$ cat src/rtl/sre_pkg.sv
package sre_pkg;
  typedef enum logic [1:0] {
    PH_IDLE = 2'd0,
    PH_SOF  = 2'd1,
    PH_DATA = 2'd2,
    PH_EOF  = 2'd3
  } sre_phase_e;

  // Framing chip patterns, transmitted from bit 7 downwards
  localparam logic [7:0] SOF_CHIPS = 8'h1D;
  localparam logic [7:0] EOF_CHIPS = 8'hB8;
  localparam int unsigned FRAME_CHIPS = 8;
endpackage

$ cat src/rtl/sre_chip_timer.sv
module sre_chip_timer #(
  parameter int unsigned SC_HALF   = 32,
  parameter int unsigned SC_PULSES = 8
) (
  input  logic clk,
  input  logic rst_n,
  input  logic run,
  output logic sc_hi,
  output logic chip_end
);
  localparam int unsigned SUB_N = 2 * SC_HALF;
  localparam int unsigned SUB_W = (SUB_N > 1) ? $clog2(SUB_N) : 1;
  localparam int unsigned PUL_W = (SC_PULSES > 1) ? $clog2(SC_PULSES) : 1;

  logic [SUB_W-1:0] sub_cnt;
  logic [PUL_W-1:0] pulse_cnt;
  logic sub_last, pulse_last;

  assign sub_last   = (sub_cnt == SUB_W'(SUB_N - 1));
  assign pulse_last = (pulse_cnt == PUL_W'(SC_PULSES - 1));

  always_ff @(posedge clk) begin
    if (!rst_n || !run) begin
      sub_cnt   <= '0;
      pulse_cnt <= '0;
    end else if (sub_last) begin
      sub_cnt   <= '0;
      pulse_cnt <= pulse_last ? '0 : pulse_cnt + 1'b1;
    end else begin
      sub_cnt <= sub_cnt + 1'b1;
    end
  end

  assign sc_hi    = (sub_cnt < SUB_W'(SC_HALF));
  assign chip_end = run && sub_last && pulse_last;
endmodule

$ cat src/rtl/sre_frame_seq.sv
module sre_frame_seq
  import sre_pkg::*;
#(
  parameter int unsigned MAX_BITS = 16,
  localparam int unsigned LEN_W   = $clog2(MAX_BITS + 1)
) (
  input  logic                clk,
  input  logic                rst_n,
  input  logic                accept,
  input  logic [MAX_BITS-1:0] in_data,
  input  logic [MAX_BITS-1:0] in_key,
  input  logic [LEN_W-1:0]    in_len,
  input  logic                chip_end,
  output logic                busy,
  output logic                chip_bit,
  output logic                done
);
  sre_phase_e          phase;
  logic [7:0]          pat_sh;
  logic [2:0]          pat_cnt;
  logic [MAX_BITS-1:0] pay_sh;
  logic [LEN_W-1:0]    bits_left;
  logic                second_chip;

  logic [LEN_W-1:0]    n_eff;
  logic [MAX_BITS-1:0] keep_mask;

  assign n_eff = ((in_len == '0) || (in_len > LEN_W'(MAX_BITS))) ? LEN_W'(MAX_BITS) : in_len;

  always_comb begin
    for (int k = 0; k < int'(MAX_BITS); k++)
      keep_mask[k] = (k < int'(n_eff));
  end

  always_ff @(posedge clk) begin
    if (!rst_n) begin
      phase       <= PH_IDLE;
      pat_sh      <= '0;
      pat_cnt     <= '0;
      pay_sh      <= '0;
      bits_left   <= '0;
      second_chip <= 1'b0;
      done        <= 1'b0;
    end else begin
      done <= 1'b0;
      if (accept) begin
        phase       <= PH_SOF;
        pat_sh      <= SOF_CHIPS;
        pat_cnt     <= '0;
        pay_sh      <= (in_data ^ in_key) & keep_mask;
        bits_left   <= n_eff;
        second_chip <= 1'b0;
      end else if (chip_end) begin
        unique case (phase)
          PH_SOF: begin
            pat_sh <= pat_sh << 1;
            if (pat_cnt == 3'd7) begin
              phase       <= PH_DATA;
              second_chip <= 1'b0;
            end else begin
              pat_cnt <= pat_cnt + 1'b1;
            end
          end
          PH_DATA: begin
            if (!second_chip) begin
              second_chip <= 1'b1;
            end else begin
              second_chip <= 1'b0;
              pay_sh      <= pay_sh >> 1;
              bits_left   <= bits_left - 1'b1;
              if (bits_left == LEN_W'(1)) begin
                phase   <= PH_EOF;
                pat_sh  <= EOF_CHIPS;
                pat_cnt <= '0;
              end
            end
          end
          PH_EOF: begin
            pat_sh <= pat_sh << 1;
            if (pat_cnt == 3'd7) begin
              phase <= PH_IDLE;
              done  <= 1'b1;
            end else begin
              pat_cnt <= pat_cnt + 1'b1;
            end
          end
          default: ;
        endcase
      end
    end
  end

  always_comb begin
    unique case (phase)
      PH_SOF, PH_EOF: chip_bit = pat_sh[7];
      PH_DATA:        chip_bit = second_chip ? pay_sh[0] : ~pay_sh[0];
      default:        chip_bit = 1'b0;
    endcase
  end

  assign busy = (phase != PH_IDLE);
endmodule

$ cat src/rtl/subcarrier_resp_enc.sv
module subcarrier_resp_enc #(
  parameter int unsigned SC_HALF   = 32,
  parameter int unsigned SC_PULSES = 8,
  parameter int unsigned MAX_BITS  = 16,
  localparam int unsigned LEN_W    = $clog2(MAX_BITS + 1)
) (
  input  logic                clk,
  input  logic                rst_n,
  input  logic                start_valid,
  output logic                start_ready,
  input  logic [MAX_BITS-1:0] start_data,
  input  logic [MAX_BITS-1:0] start_key,
  input  logic [LEN_W-1:0]    start_len,
  output logic                mod_out,
  output logic                busy,
  output logic                done
);
  logic accept, sc_hi, chip_end, chip_bit;

  assign start_ready = ~busy;
  assign accept      = start_valid & start_ready;

  sre_chip_timer #(
    .SC_HALF  (SC_HALF),
    .SC_PULSES(SC_PULSES)
  ) timer_i (
    .clk     (clk),
    .rst_n   (rst_n),
    .run     (busy),
    .sc_hi   (sc_hi),
    .chip_end(chip_end)
  );

  sre_frame_seq #(
    .MAX_BITS(MAX_BITS)
  ) seq_i (
    .clk     (clk),
    .rst_n   (rst_n),
    .accept  (accept),
    .in_data (start_data),
    .in_key  (start_key),
    .in_len  (start_len),
    .chip_end(chip_end),
    .busy    (busy),
    .chip_bit(chip_bit),
    .done    (done)
  );

  assign mod_out = busy & chip_bit & sc_hi;
endmodule

$ cat config.mk
export PLATFORM = sky130hd
export DESIGN_NAME = subcarrier_resp_enc
export DESIGN_NICKNAME = d
export VERILOG_FILES = /design/src/rtl/sre_pkg.sv /design/src/rtl/sre_chip_timer.sv /design/src/rtl/sre_frame_seq.sv /design/src/rtl/subcarrier_resp_enc.sv
export SDC_FILE = /design/constraint.sdc
export NUM_CORES = 1
export LEC_CHECK = 0
export BUFFER_PORTS_ARGS = -buffer_cell sky130_fd_sc_hd__buf_2
export CORE_MARGIN = 5
export CORE_UTILIZATION = 55
export CTS_CLUSTER_SIZE = 20
export DETAILED_ROUTE_END_ITERATION = 8
export GPL_ROUTABILITY_DRIVEN = 1
export PLACE_DENSITY = 0.79
export SLEW_MARGIN = 20
export SYNTH_ARGS = -nofsm -noshare
export SYNTH_HDL_FRONTEND = slang
export SYNTH_SLANG_ARGS = --single-unit
$ cat constraint.sdc
create_clock -name clk -period 2.6 [get_ports clk]
set_input_delay 0.26 -clock clk [delete_from_list [all_inputs] [get_ports clk]]
set_output_delay 0.26 -clock clk [all_outputs]
set_load 0.02 [all_outputs]
==> reports/results.ini, run 1 <==
[clocking]
ctsHoldBuffers=0
clk_latency_ns=0.30
h-tree-depth=2
clk_pin_slew_worst_paths_ns=0.08
cts_made_buffers=5
tritoncts=done
cts_root_buffer=clkbuf_8
clockBufferDepth=2
cts_setup_buffers=0
ctsResizeCount=0
clock-sinks=45

[yosys]
ys_warn_count=0
synth.area.top_cells=dfxtp_1 (37%), o21ai_0 (4.3%), xnor2_1 (4.3%)
synthCells=290
syn_avg_cell_area_um2=8.34
syn-num-nets=338
yosys.area.top_type=dfxtp_1
synth_top_area_share_pct=37.3
netlist_area_mm2=0.00242
ys_seq_area_share_pct=37.3
synthDistinctLibCells=45
ys_ff_latch=45

[global_routing]
grtUsageTotal_pct=19.2
grt_max_degree=32
grt_pass1_wl_um=9600
grt-ovfl-total=0
grt_pass1_vias=2172
antenna_found_initial=0

[power]
power-per-cell-area_mw_per_mm2=512
leakagePower_nw=1.10
peakVddDrop_mv=0.221

[placement]
io_buffer_count=43
dp_slack_ns=0.537
dp_hpwl_um=4060
gp_congestion=0.907

[worst_setup_path]
worst_path_max_delay_cell=or3_1
end_kind=register
cp_cell_sequence=ha_1, ha_1, nand3_2, or3_1, or3_1, a31oi_1
worst-path-max-fanout=10
cpLargestDelayFamily=simple AND/OR/NAND/NOR gates
reg2reg_depth=6
crit_required_ns=2.82
crit_type=register to register
slowest_delay_ns=0.53
arrival_ns=2.23
path_buf_inv=0
path_depth=6
startpoint_type=register

[detailed_routing]
wl_per_cell_um=14.5
vias_per_cell=5.85
initialDrtViolationCount=132
first_pass_iters=4
num_vias=2222
drc_errors=0
wl_um=5510
antenna_left=0

[cells_and_area]
drive_above_1_share_pct=20.4
nets=375
synthToLayoutAreaGrowth_pct=13.7
n_antenna_cell=0

[floorplan]
row_count=24
design.die.area_mm2=0.00582
core_mm2=0.00429
dieHeight_um=76.3
io_pins=44
start_util_pct=56.3
die_w_um=76.3

[timing]
hold_viol=0
setup_ws_ns=0.592
clock-skew-final_ns=0.0136
setup_viol=0
period_share_pct=77.2
tightest_slew_ns=0.503
rsz0062_at_grt=no
slew_headroom_pct=66.5
tns_ns=0
timing.final.crit_period_ns=2.01
max_freq_ghz=0.498
slew_viol_final=0

[hold_path]
hold_path.class=input port to register
holdPathStages=3

[job]
maxCapViolations=0

[outcome]
status=completed

metal layers:
layer | vias up | wire [µm] | global-route usage, %
li1 | 1132 | - | -
met5 | - | 0 | 0
met4 | 0 | 61 | 6.64
met2 | 82 | 2520 | 30.3
met1 | 1000 | 2510 | 25.6
met3 | 8 | 420 | 4.49
layout make-up:
type,count,area [µm²]
Clock buffer,5,68.8
Fill cell,373,1550
Sequential cell,45,901
Tap cell,52,65.1
Clock inverter,3,21.3
Multi-Input combinational cell,218,1410
Timing Repair Buffer,47,245
Inverter,10,37.5
worst reg2reg max path: cells and delay by family, from the launching register on:
family | cells | cell delay (ns)
AND/OR/NAND/NOR | 3 | 1.06
AO/OA/AOI/OAI | 1 | 0.16
flip-flops | 1 | 0.36
adder cells (fa/ha/maj) | 2 | 0.37
synth_stat cells:
cell,instances
a2111oi_0,1
a211oi_1,4
a21oi_1,20
a221oi_1,1
a311o_1,1
a311oi_1,1
a31oi_1,7
and2_1,2
and3_1,3
and4_1,1
and4b_1,1
buf_2,8
clkbuf_1,9
dfxtp_1,45
ha_1,8
inv_1,10
mux2i_1,5
nand2_1,20
nand2b_1,4
nand3_1,10
nand3_2,2
nand3b_1,3
nand4_1,8
nand4b_1,1
nor2_1,24
nor2b_1,3
nor3_1,9
nor3_2,1
nor3b_1,1
nor4_1,2
nor4bb_1,1
o2111ai_1,3
o211ai_1,2
o21ai_0,21
o221a_2,4
o221ai_1,1
o311ai_0,2
o31ai_1,7
o41ai_1,1
or2_2,3
or3_1,4
or3b_2,1
or4_1,1
xnor2_1,12
xor2_1,12
where the power goes:
group          switching [mW]  internal (mW)
clock network           0.249          0.191
logic                   0.123         0.0957
registers              0.0237          0.723
total                   0.396           1.01
flip-flops by register name, indices dropped and copies added (netlist names):
| register | flops |
|---|---|
| seq_i.bits_left | 5 |
| seq_i.done | 1 |
| seq_i.pat_cnt | 3 |
| seq_i.pat_sh | 8 |
| seq_i.pay_sh | 16 |
| seq_i.phase | 2 |
| seq_i.second_chip | 1 |
| timer_i.pulse_cnt | 3 |
| timer_i.sub_cnt | 6 |
cell usage in the layout (no fill, tap or decap), drive strengths merged, types with 4 or more instances in the layout:
master  Yosys  routed
buf         8      47
dfxtp      45      45
nor2       24      24
o21ai      21      21
nand2      20      20
a21oi      20      20
xnor2      12      12
xor2       12      12
nand3      12      12
inv        10      11
nor3       10      10
nand4       8       8
ha          8       8
o31ai       7       7
a31oi       7       7
mux2i       5       5
clkbuf      9       5
or3         4       4
o221a       4       4
nand2b      4       4
a211oi      4       4
final timing paths:
check | startpoint | endpoint | slack (ns)
max reg2reg | timer_i.pulse_cnt[0] | seq_i.bits_left[4] | 0.59
min | start_data[15] | seq_i.pay_sh[15] | 0.26
min reg2reg | timer_i.sub_cnt[0] | timer_i.sub_cnt[0] | 0.44
max | timer_i.pulse_cnt[0] | seq_i.bits_left[4] | 0.59
per-stage QoR:
step | power [mW] | std cells | cell area [µm²] | hold slack, ns | util, %
after floorplan | 0.903 | 290 | 2420 | 0.413 | -
after global placement | 0.975 | 372 | 2660 | 0.426 | 61.9
after detailed placement | 0.980 | 372 | 2660 | 0.431 | 61.9
after CTS | 1.41 | 380 | 2750 | 0.257 | 64.0
after global routing | 1.48 | 380 | 2750 | 0.264 | 64.0
final | 1.41 | 380 | 2750 | 0.255 | 64.0
logic make-up after synthesis:
kind of cell	Yosys count	share of synthesized area (%)
xor gates and xnor gates	24	8.70
and+or+nand+nor	105	23.0
AOI/OAI and AO/OA	76	20.2
buffers and inverters	27	4.61
DFF	45	37.3
adders and majority gates	8	4.14
muxes	5	2.07
No activity file was read; power rests on OpenSTA's default activity.
==> inputs of run 2 (changes only) <==
- CORE_UTILIZATION: 55 -> 50
- PLACE_DENSITY: 0.79 -> 0.76
- clock period: 2.6 -> 1.63 ns (I/O delays scaled with it)
==> run 2 against run 1 <==
Net effect:
- the flow now finishes with violations (negative setup slack)
- total power grew 79%
- non-clock buffer count up 42
- hold slack got worse by 0.11 ns
- largest cell class unchanged
- largest power group unchanged
==> reports/results.ini, run 2 (synthesis gave the netlist of run 1 again) <==
[timing]
timing.final.crit_period_ns=1.71
period_share_pct=105
clock-skew-final_ns=0.00772
rsz0062_at_grt=yes
slew_viol_final=0
tns_ns=-0.713
max_freq_ghz=0.585
slew_headroom_pct=76.0
hold_viol=0
tightest_slew_ns=0.356
setup_ws_ns=-0.0808
setup_viol=18

[detailed_routing]
drc_errors=0
first_pass_iters=4
initialDrtViolationCount=89
wl_um=6560
num_vias=2491
wl_per_cell_um=15.0
vias_per_cell=5.70
antenna_left=0

[global_routing]
grt-ovfl-total=0
antenna_found_initial=0
grtUsageTotal_pct=21.7
grt_pass1_vias=2508
grt_pass1_wl_um=11100
grt_max_degree=18

[hold_path]
hold_start=start_data[15]
holdPathStages=3
min_to=seq_i.pay_sh[15]
hold_path.class=input port to register

[placement]
io_buffer_count=43
dp_cells=424
dp_hpwl_um=4710
gp_congestion=0.888

[cells_and_area]
drive_above_1_share_pct=34.6
largest_register_ff_count=16
fillers=369
nets=417
n_antenna_cell=0
reg_top3=seq_i.pay_sh: 16 flops, seq_i.pat_sh: 8 flops, timer_i.sub_cnt: 6 flops
fin_util_pct=68.7
synthToLayoutAreaGrowth_pct=34.2
layout_common_cells=buf_2 (43), buf_4 (43), dfxtp_1 (42)
instances_no_fill=437
top_register=seq_i.pay_sh

[clocking]
clock-sinks=45
clockBufferDepth=2
cts_root_buffer=clkbuf_8
clk_latency_ns=0.30
h-tree-depth=2
clk_pin_slew_worst_paths_ns=0.09
tritoncts=done
cts_made_buffers=5

[floorplan]
start_util_pct=51.2
core_mm2=0.00472
design.die.area_mm2=0.00633
die_w_um=79.5
io_pins=44
dieHeight_um=79.5
row_count=25

[outcome]
status=complete, but fails checks
failed_checks=negative setup slack

[worst_setup_path]
crit_type=register to register
end_kind=register
startpoint_type=register
reg2reg_depth=6
reg2reg_to=seq_i.bits_left[1]
r2r_setup_slack_ns=-0.08
worst-path-max-fanout=5
arrival_ns=1.93
r2r_start=timer_i.pulse_cnt[1]
crit_required_ns=1.85

[power]
power-per-cell-area_mw_per_mm2=776
leakagePower_nw=1.34
peakVddDrop_mv=0.409
total_power_mw=2.52

[job]
maxCapViolations=0

run 2: through the flow:
stage	worst slack [ns]	hold slack, ns	instance area [µm²]
3_3_place_gp	-0.0805	0.453	3000
4_1_cts	-0.0770	0.144	3190
6_report	-0.0808	0.144	3240
3_5_place_dp	-0.126	0.453	3000
5_1_grt	-0.150	0.160	3240
2_1_floorplan	-0.109	0.358	2460
run 2: timing repair:
action,4_1_cts,5_1_grt
pin swaps,3,4
setup buffers,3,2
setup endpoints to repair,23,27
hold buffers,0,0
resized for setup,12,16
hold endpoints to repair,0,0
run 2: metal layers:
metal  up-vias  part of all wire (%)  GRT usage, %
met5         -                     0             0
met4         0                   1.8          7.04
met3        11                   6.5          3.84
met2        91                    48          38.1
met1      1175                    44          26.6
li1       1214                     -             -
run 2: worst max-delay path by stage:
stage	endpoint	slack, ns	startpoint
global placement	seq_i.pay_sh[4]	-0.08	start_len[1]
CTS	seq_i.bits_left[1]	-0.08	timer_i.pulse_cnt[1]
floorplan	seq_i.bits_left[4]	-0.11	timer_i.pulse_cnt[1]
detailed placement	seq_i.pay_sh[8]	-0.13	start_len[1]
finish	seq_i.bits_left[1]	-0.08	timer_i.pulse_cnt[1]
global route	seq_i.pay_sh[5]	-0.15	timer_i.pulse_cnt[1]
run 2: layout make-up:
class | count | area [µm²] | area share (%)
flip-flops and latches | 45 | 905 | 27.9
clock buffers | 6 | 82.6 | 2.55
inverters | 10 | 37.5 | 1.16
clock inverters | 2 | 37.5 | 1.16
repair buffers | 89 | 581 | 17.9
well taps | 67 | 83.8 | 2.58
multi-input cells | 218 | 1520 | 46.8
run 2: critical path: stages (launching register included):
cell	delay [ns]
dfxtp_2	0.36
ha_4	0.14
ha_4	0.14
nand3_4	0.08
or3_4	0.41
or4_1	0.41
o311ai_1	0.08
run 2: where the power goes:
group	internal (mW)	leakage, nW	total [mW]	switching [mW]
clock	0.499	0.0574	0.892	0.394
combinational	0.200	0.917	0.432	0.232
sequential	1.15	0.369	1.19	0.0370
total	1.85	1.34	2.52	0.663
==> inputs of run 3 (changes only) <==
- CORE_UTILIZATION: 50 -> 25
- PLACE_DENSITY: 0.76 -> unset
- TNS_END_PERCENT: unset -> 20
==> run 3 against run 2 <==
Net effect:
- the flow still finishes with violations (negative setup slack)
- clock power down 8.2%
- final cell count grew 13%
- register-to-register slack improved by 0.03 ns
- maximum frequency is 2.0% higher
- hold slack improved by 0.033 ns
- sequential power barely moved
- global-route usage fell by 10 points
==> reports/results.ini, run 3 (synthesis gave the netlist of run 1 again) <==
[detailed_routing]
dr_wl_met2_um=2880
drc_errors=0
dr_wl_met3_um=273
met1_length_um=3260
wl_per_cell_um=13.1
wl_um=6470
routed.top_layer=met4
antenna_left=0
vias_per_cell=4.76
initialDrtViolationCount=102
first_pass_iters=4
num_vias=2354

[cells_and_area]
final_common_cell=buf_2
n_antenna_cell=0
reg_top3=seq_i.pay_sh: 16 flops, seq_i.pat_sh: 8 flops, timer_i.sub_cnt: 6 flops
synthToLayoutAreaGrowth_pct=35.9
largest_register_ff_count=16
nets=414
fin_area_mm2=0.00328
layout_common_cells=buf_2 (43), dfxtp_1 (41), buf_4 (39)
instances_no_fill=495
fin_util_pct=35.2
top_register=seq_i.pay_sh
fillers=969
drive_above_1_share_pct=32.2

[timing]
tightest_slew_ns=0.363
hold_viol=0
setup_viol=2
clock-skew-final_ns=0.00915
timing.final.crit_period_ns=1.68
setup_ws_ns=-0.0478
slew_viol_final=0
period_share_pct=103
tns_ns=-0.0519
slew_headroom_pct=75.4
max_freq_ghz=0.596
rsz0062_at_grt=yes

[clocking]
clk_pin_slew_worst_paths_ns=0.08
ctsHoldBuffers=0
tritoncts=done
h-tree-depth=2
cts_made_buffers=5
cts_root_buffer=clkbuf_8
clk_latency_ns=0.30
clockBufferDepth=2
clock-sinks=45

[worst_setup_path]
reg2reg_to=seq_i.bits_left[1]
crit_required_ns=1.84
r2r_start=timer_i.pulse_cnt[1]
cp-endpoint=seq_i.bits_left[1]
end_kind=register
slowest_delay_ns=0.40
reg2reg_depth=6
path_depth=6
arrival_ns=1.89
crit_type=register to register
cpLargestDelayFamily=simple AND/OR/NAND/NOR gates
cp_cell_sequence=ha_4, ha_4, nand3_4, or3_4, or4_1, o311ai_1
worst-path-max-fanout=4
crit_start=timer_i.pulse_cnt[1]
startpoint_type=register
worst_path_max_delay_cell=or4_1
r2r_setup_slack_ns=-0.05
crit_top_cell=ha_4
path_buf_inv=0

[power]
p_sw_uw=640
peakVddDrop_mv=0.322
total_power_mw=2.45
pwr-share-seq_pct=48.4
leakagePower_nw=1.33
p_clk_share_pct=33.4
cell_internal_pwr_mw=1.81
p_sw_share_pct=26.1
power-per-cell-area_mw_per_mm2=747
comb_power_share_pct=18.2

[floorplan]
io_pins=44
core_mm2=0.00933
row_count=35
start_util_pct=25.9
dieHeight_um=108
design.die.area_mm2=0.0117
die_w_um=108

[global_routing]
grt_pass1_wl_um=11100
grtUsageTotal_pct=11.6
grt_max_degree=32
grt_pass1_vias=2355
grt-ovfl-total=0
antenna_found_initial=0

[placement]
place_area_mm2=0.00313
dp_hpwl_um=4980
io_buffer_count=43
dp_cells=488
gp_congestion=0.828

[outcome]
failed_checks=negative setup slack
status=complete, but fails checks

[job]
maxCapViolations=0

[hold_path]
hold_path.class=input port to register

run 3: cell type report:
cell class,instances,area (µm²),share of cell area (%)
Timing Repair Buffer,86,579,17.6
Multi-Input combinational cell,218,1500,45.6
Clock buffer,5,68.8,2.10
Inverter,10,37.5,1.14
Sequential cell,45,906,27.6
Tap cell,129,161,4.91
Clock inverter,2,35.0,1.07
run 3: worst min path at each step:
stage / start / depth (start not counted) / end / slack [ns]
floorplan: start_data[15] / 2 / seq_i.pay_sh[15] / 0.36
global placement: seq_i.pat_sh[0] / 2 / seq_i.pat_sh[1] / 0.45
detailed placement: seq_i.pat_sh[0] / 2 / seq_i.pat_sh[1] / 0.45
CTS: start_data[15] / 3 / seq_i.pay_sh[15] / 0.18
global route: start_data[15] / 3 / seq_i.pay_sh[15] / 0.19
finish: start_data[9] / 4 / seq_i.pay_sh[9] / 0.18
run 3: power groups by stage:
stage	Clock, mW	Combinational [mW]	Sequential, mW
floorplan	0	0.238	1.20
global placement	0	0.430	1.21
detailed placement	0	0.437	1.21
CTS	0.833	0.440	1.19
global route	0.868	0.499	1.20
finish	0.819	0.446	1.19
run 3: timing repair:
action	CTS	global route
resized for setup	8	17
setup endpoints to repair	18	30
pin swaps	3	3
setup buffers	0	0
run 3: routing by layer:
layer / global-route usage (%) / vias to the layer above
li1: - / 1205
met1: 16.2 / 1085
met2: 18.4 / 58
met3: 2.21 / 6
met4: 2.71 / 0
met5: 0 / -
run 3: worst reg2reg max path: cells and delay by family (launching register included):
kind                     cells  cell delay (ns)
adder cells (fa/ha/maj)      2             0.30
AND/OR/NAND/NOR              3             0.87
flip-flops                   1             0.35
AO/OA/AOI/OAI                1             0.08
run 3: per-stage QoR:
stage                     hold slack (ns)  setup WS, ns
after global placement              0.447        -0.112
after detailed placement            0.449        -0.164
final                               0.177       -0.0478
after floorplan                     0.358        -0.109
after CTS                           0.175       -0.0573
after global routing                0.193        -0.118
